--- config.mk ---
export PLATFORM = sky130hd
export DESIGN_NAME = audio_thr_fifo
export DESIGN_NICKNAME = d
export VERILOG_FILES = /design/src/rtl/afifo_pkg.sv /design/src/rtl/afifo_store.sv /design/src/rtl/afifo_thresh.sv /design/src/rtl/afifo_frames.sv /design/src/rtl/audio_thr_fifo.sv
export SDC_FILE = /design/constraint.sdc
export NUM_CORES = 2
export LEC_CHECK = 0
export ABC_CLOCK_PERIOD_IN_PS = 16250
export BUFFER_PORTS_ARGS = -buffer_cell sky130_fd_sc_hd__buf_2
export CORE_MARGIN = 8
export CORE_UTILIZATION = 63
export DETAILED_ROUTE_END_ITERATION = 10
export PLACE_DENSITY = 0.79
export SLEW_MARGIN = 20
export SYNTH_ARGS = -nofsm -noshare
export SYNTH_HDL_FRONTEND = slang
export SYNTH_HIERARCHICAL = 1
export SYNTH_SLANG_ARGS = --single-unit
--- constraint.sdc ---
create_clock -name clk -period 16.25 [get_ports clk]
set_input_delay 2.4375 -clock clk [delete_from_list [all_inputs] [get_ports clk]]
set_output_delay 2.4375 -clock clk [all_outputs]
set_load 0.01 [all_outputs]
--- src/rtl/afifo_pkg.sv ---
package afifo_pkg;

    // Occupancy state of the sample buffer
    typedef enum logic [1:0] {
        OCC_EMPTY = 2'd0,
        OCC_PART  = 2'd1,
        OCC_FULL  = 2'd2
    } occ_state_t;

endpackage

--- src/rtl/afifo_store.sv ---
// Word storage with wrapping read and write pointers (any depth, not only powers of two).
module afifo_store #(
    parameter int DATA_W = 32,
    parameter int DEPTH  = 128
) (
    input  logic              clk,
    input  logic              rst_n,
    input  logic              push,
    input  logic              pop,
    input  logic [DATA_W-1:0] wdata,
    output logic [DATA_W-1:0] rdata
);
    localparam int PTR_W = (DEPTH > 1) ? $clog2(DEPTH) : 1;
    localparam logic [PTR_W-1:0] LAST = PTR_W'(DEPTH - 1);

    logic [DATA_W-1:0] mem [DEPTH];
    logic [PTR_W-1:0]  wr_ptr, rd_ptr;

    always_ff @(posedge clk) begin
        if (push) begin
            mem[wr_ptr] <= wdata;
        end
    end

    always_ff @(posedge clk or negedge rst_n) begin
        if (!rst_n) begin
            wr_ptr <= '0;
            rd_ptr <= '0;
        end else begin
            if (push) begin
                wr_ptr <= (wr_ptr == LAST) ? '0 : wr_ptr + 1'b1;
            end
            if (pop) begin
                rd_ptr <= (rd_ptr == LAST) ? '0 : rd_ptr + 1'b1;
            end
        end
    end

    assign rdata = mem[rd_ptr];

endmodule

--- src/rtl/afifo_thresh.sv ---
// Threshold register with clamping and the direction-dependent request compare.
module afifo_thresh #(
    parameter int DEPTH = 128,
    parameter bit IS_TX = 1'b1,
    parameter int CNT_W = $clog2(DEPTH + 1)
) (
    input  logic             clk,
    input  logic             rst_n,
    input  logic             thr_we,
    input  logic [CNT_W:0]   thr_wdata,
    input  logic             thr_mode,
    input  logic [CNT_W-1:0] fill,
    output logic             req
);
    localparam int THR_W = CNT_W + 1;

    logic [CNT_W-1:0] thr_q;
    logic [CNT_W-1:0] eff_thr;

    always_ff @(posedge clk or negedge rst_n) begin
        if (!rst_n) begin
            thr_q <= CNT_W'(1);
        end else if (thr_we) begin
            if (thr_wdata == '0) begin
                thr_q <= CNT_W'(1);
            end else if (thr_wdata > THR_W'(DEPTH)) begin
                thr_q <= CNT_W'(DEPTH);
            end else begin
                thr_q <= thr_wdata[CNT_W-1:0];
            end
        end
    end

    assign eff_thr = thr_mode ? thr_q : CNT_W'(1);

    generate
        if (IS_TX) begin : g_tx
            logic [CNT_W-1:0] free_w;
            assign free_w = CNT_W'(DEPTH) - fill;
            assign req    = (free_w >= eff_thr);
        end else begin : g_rx
            assign req = (fill >= eff_thr);
        end
    endgenerate

endmodule

--- src/rtl/afifo_frames.sv ---
// Occupancy expressed in whole frames: fill / channels, remainder dropped.
module afifo_frames #(
    parameter int CNT_W = 8,
    parameter int CH_W  = 5
) (
    input  logic [CNT_W-1:0] fill,
    input  logic [CH_W-1:0]  chan,
    output logic [CNT_W-1:0] frames
);
    localparam int W = (CNT_W > CH_W) ? CNT_W : CH_W;

    logic [W-1:0] num, den, quo;

    always_comb begin
        num    = W'(fill);
        den    = (chan == '0) ? W'(1) : W'(chan);
        quo    = num / den;
        frames = CNT_W'(quo);
    end

endmodule

--- src/rtl/audio_thr_fifo.sv ---
module audio_thr_fifo #(
    parameter int DATA_W = 32,
    parameter int DEPTH  = 128,
    parameter int CH_W   = 5,
    parameter bit IS_TX  = 1'b1,
    localparam int CNT_W = $clog2(DEPTH + 1)
) (
    input  logic              clk,
    input  logic              rst_n,
    input  logic              wr_en,
    input  logic [DATA_W-1:0] wr_data,
    input  logic              rd_en,
    output logic [DATA_W-1:0] rd_data,
    input  logic              thr_we,
    input  logic [CNT_W:0]    thr_wdata,
    input  logic              thr_mode,
    input  logic [CH_W-1:0]   chan_cnt,
    output logic              dma_req,
    output logic [CNT_W-1:0]  fill_cnt,
    output logic [CNT_W-1:0]  frame_delay,
    output logic              ovf_flag,
    output logic              udf_flag
);
    import afifo_pkg::*;

    occ_state_t       state_q, state_d;
    logic [CNT_W-1:0] cnt_q, cnt_d;
    logic             push, pop;

    // Acceptance depends only on the registered occupancy state
    always_comb begin
        push  = wr_en && (state_q != OCC_FULL);
        pop   = rd_en && (state_q != OCC_EMPTY);
        cnt_d = cnt_q + CNT_W'(push) - CNT_W'(pop);
        unique case (state_q)
            OCC_EMPTY: state_d = push ? ((cnt_d == CNT_W'(DEPTH)) ? OCC_FULL : OCC_PART) : OCC_EMPTY;
            OCC_PART: begin
                if (cnt_d == '0) begin
                    state_d = OCC_EMPTY;
                end else if (cnt_d == CNT_W'(DEPTH)) begin
                    state_d = OCC_FULL;
                end else begin
                    state_d = OCC_PART;
                end
            end
            OCC_FULL:  state_d = pop ? ((cnt_d == '0) ? OCC_EMPTY : OCC_PART) : OCC_FULL;
            default:   state_d = OCC_EMPTY;
        endcase
    end

    // State register
    always_ff @(posedge clk or negedge rst_n) begin
        if (!rst_n) begin
            state_q <= OCC_EMPTY;
            cnt_q   <= '0;
        end else begin
            state_q <= state_d;
            cnt_q   <= cnt_d;
        end
    end

    // Sticky error outputs
    always_ff @(posedge clk or negedge rst_n) begin
        if (!rst_n) begin
            ovf_flag <= 1'b0;
            udf_flag <= 1'b0;
        end else begin
            if (wr_en && (state_q == OCC_FULL)) begin
                ovf_flag <= 1'b1;
            end
            if (rd_en && (state_q == OCC_EMPTY)) begin
                udf_flag <= 1'b1;
            end
        end
    end

    assign fill_cnt = cnt_q;

    afifo_store #(.DATA_W(DATA_W), .DEPTH(DEPTH)) u_store (
        .clk   (clk),
        .rst_n (rst_n),
        .push  (push),
        .pop   (pop),
        .wdata (wr_data),
        .rdata (rd_data)
    );

    afifo_thresh #(.DEPTH(DEPTH), .IS_TX(IS_TX), .CNT_W(CNT_W)) u_thresh (
        .clk       (clk),
        .rst_n     (rst_n),
        .thr_we    (thr_we),
        .thr_wdata (thr_wdata),
        .thr_mode  (thr_mode),
        .fill      (cnt_q),
        .req       (dma_req)
    );

    afifo_frames #(.CNT_W(CNT_W), .CH_W(CH_W)) u_frames (
        .fill   (cnt_q),
        .chan   (chan_cnt),
        .frames (frame_delay)
    );

endmodule

==> results.cfg <==
[synth]
synth_ff_type = edfxtp_1
yosysSeqAreaShare_pct = 76.71
yosysTopAreaCellShare_pct = 76.18
synthCells = 7659
ys_types = 90
syn_nets = 7759
synth.avg_cell_area_sq_um = 21.08
synth-seq-cells = 4130
synth_area_leader_cell = edfxtp_1
synth_area_sq_um = 161500
ys_async_sr_fraction_pct = 0.8232
yosys-top-cells-area = edfxtp_1 76%, mux4_2 10%, mux2i_1 4.1%
synth_edf_count = 4096
yosysWarnings = 6

[clock_network]
cts.sinks = 4130
cts_buffers = 406
cts_max_path_buffers = 4
cts_resized = 0
cts_hold_buf = 0
clk_latency_ns = 1.01
h-tree-depth = 5
cts_tree = done
cts_root_buffer = clkbuf_16
post-cts-setup-buffers = 0
clk_pin_slew_ns = 0.06

[global_routing]
grtUsageMet1_pct = 43.52
grt-ovfl-total = 0
grt_pass1_vias = 86110
top_usage_layer = met2
antenna_found_initial = 35
grt_usage_pct = 33.63
grt_max_degree = 125
grt_pass1_wl_um = 643000
use_met3_pct = 10.17
use_met2_pct = 51.04

[worst_setup_path]
critPathMostFrequentCell = ha_1
slowest_delay_ns = 0.57
critical_path_buf_inv_count = 8
crit_family = compound AO/OA/AOI/OAI gates
cp_max_fo = 9
criticalPathCategory = primary input to output pin
crit_arrival_ns = 13.02
cpMaxStageDelayCell = a2111oi_0
start_kind = primary input
crit_required_ns = 13.81
crit_path_end_kind = output pin

[layout]
final_common_cell = edfxtp_1
seq_area_sq_um = 123900
nFillCells = 14170
area_growth_pct = 11.25
final_cells = 11760
postLayoutCoreUtil_pct = 70.23
nets = 8148
final_cell_mix = 4096 x edfxtp_1, 750 x mux4_2, 661 x mux2i_1
design_area_sq_um = 179600
drive_above_1_share_pct = 23.97
multi_input_area_sq_um = 35740

[outcome]
status = finished clean

[floorplanning]
start_util_pct = 63.13
fp-row-count = 186
die_area_sq_um = 272700
io-pin-count = 103
coreArea_sq_um = 255800
die_w_um = 522.2
dieHeight_um = 522.2

[timing]
max_freq_mhz = 64.71
finalSetupTns_ns = 0
tightest_slew_ns = 1.344
drv_slew = 0
hold_viol = 0
fin_skew_ns = 0.08402
grt_setup_unrepaired = false
worst_slack_ns = 0.7972
slew_headroom_pct = 10.38
setup_violations = 0
period_minus_slack_ns = 15.45
timing.final.crit_share_pct = 95.09

[routing]
dr_total_vias = 86460
ant_nets = 0
wl_per_cell_um = 39.35
drc_errors = 0
viasPerCell = 7.352
dr.pass1.iters = 6
wl_um = 462800
drt_iter0_markers = 15010

[place]
dpl.hpwl_um = 249600
port_buffers = 102
dp_slack_ns = 0.9032
place.gp.congestion = 0.9016
dpl_cell_area_sq_um = 167000
dp.cells = 11020

[hold_path]
hold_class = flop to flop

[run]
cap_violations = 0

[power]
power_density_nw_per_um2 = 175.6
peakVddDrop_uv = 147.6
p_leak_nw = 57.57
per-layer routing:
layer / wire length (um) / up-vias
li1: - / 32880
met1: 149000 / 44130
met2: 209000 / 7821
met3: 69260 / 1604
met4: 35290 / 24
met5: 187 / -
state kept, by name (all words and copies together) (netlist names):
signal,count
u_store/rd_ptr,7
ovf_flag,1
u_store/wr_ptr,7
state_q,2
udf_flag,1
fill_cnt,8
u_store/mem,4096
u_thresh/thr_q,8
metrics by stage:
stage / power (mW) / hold slack [ns]
finish: 31.54 / 0.5047
global route: 32.22 / 0.5114
CTS: 31.26 / 0.4943
detailed placement: 22.29 / 0.4803
global placement: 22.14 / 0.4587
floorplan: 18.66 / 0.4640
kinds of logic after synthesis:
kind of cell	count (synthesis)	synth area share (%)
and+or+nand+nor	630	1.813
DFF	4130	76.71
adders and majority gates	48	0.3766
muxes	1507	15.39
buffers and inverters	475	1.844
xor gates and xnor gates	28	0.1519
AOI/OAI and AO/OA	841	3.713
Yosys cell counts (11+ instances only):
cell	count
nor4_1	14
nand3_1	59
nor3_1	41
xnor2_1	17
a221oi_1	54
mux4_1	17
o21ai_0	89
a21oi_1	159
clkbuf_1	118
o211ai_1	22
nor2_1	228
a211oi_1	75
xor2_1	11
dfrtp_1	33
ha_1	47
mux2i_1	661
a22o_1	22
buf_2	115
mux4_2	750
buf_6	74
o22ai_1	80
nand2_1	166
o221ai_1	63
a211o_1	11
a21o_1	11
inv_1	44
a2111oi_0	22
edfxtp_1	4096
buf_4	103
nand2b_1	12
o31a_1	19
nor2b_1	41
a31oi_1	23
buf_1	12
a22oi_1	102
mux2_2	76
final timing paths:
| check | start | endpoint | slack (ns) | depth (start not counted) |
|---|---|---|---|---|
| max in group asynchronous | rst_n | u_store/rd_ptr[0] | 13.92 | 1 |
| min in group asynchronous | rst_n | fill_cnt[7] | 1.58 | 1 |
| worst max register to register | state_q[1] | u_store/mem[112][2] | 11.91 | 7 |
| worst max-delay path | chan_cnt[1] | frame_delay[0] | 0.80 | 48 |
| worst min-delay path | udf_flag | udf_flag | 0.50 | 1 |
| worst min register to register | udf_flag | udf_flag | 0.50 | 1 |
final cells by class:
class	instances	share of cell area, %
antenna	20	0.02786
clock buffer	482	5.867
clock inverter	234	1.110
inverter	44	0.09473
multi-input combinational	3054	19.90
sequential	4130	68.96
tap	3384	2.357
timing repair buffer	412	1.683
report_power, final:
part           total [mW]  switching, mW  leakage [nW]  internal (mW)
Clock                9.01           3.91          6.17           5.10
Combinational        10.4           6.57          14.2           3.83
Sequential           12.1          0.215          37.2           11.9
Total                31.5           10.7          57.6           20.8
No activity file was read; power rests on OpenSTA's default activity.
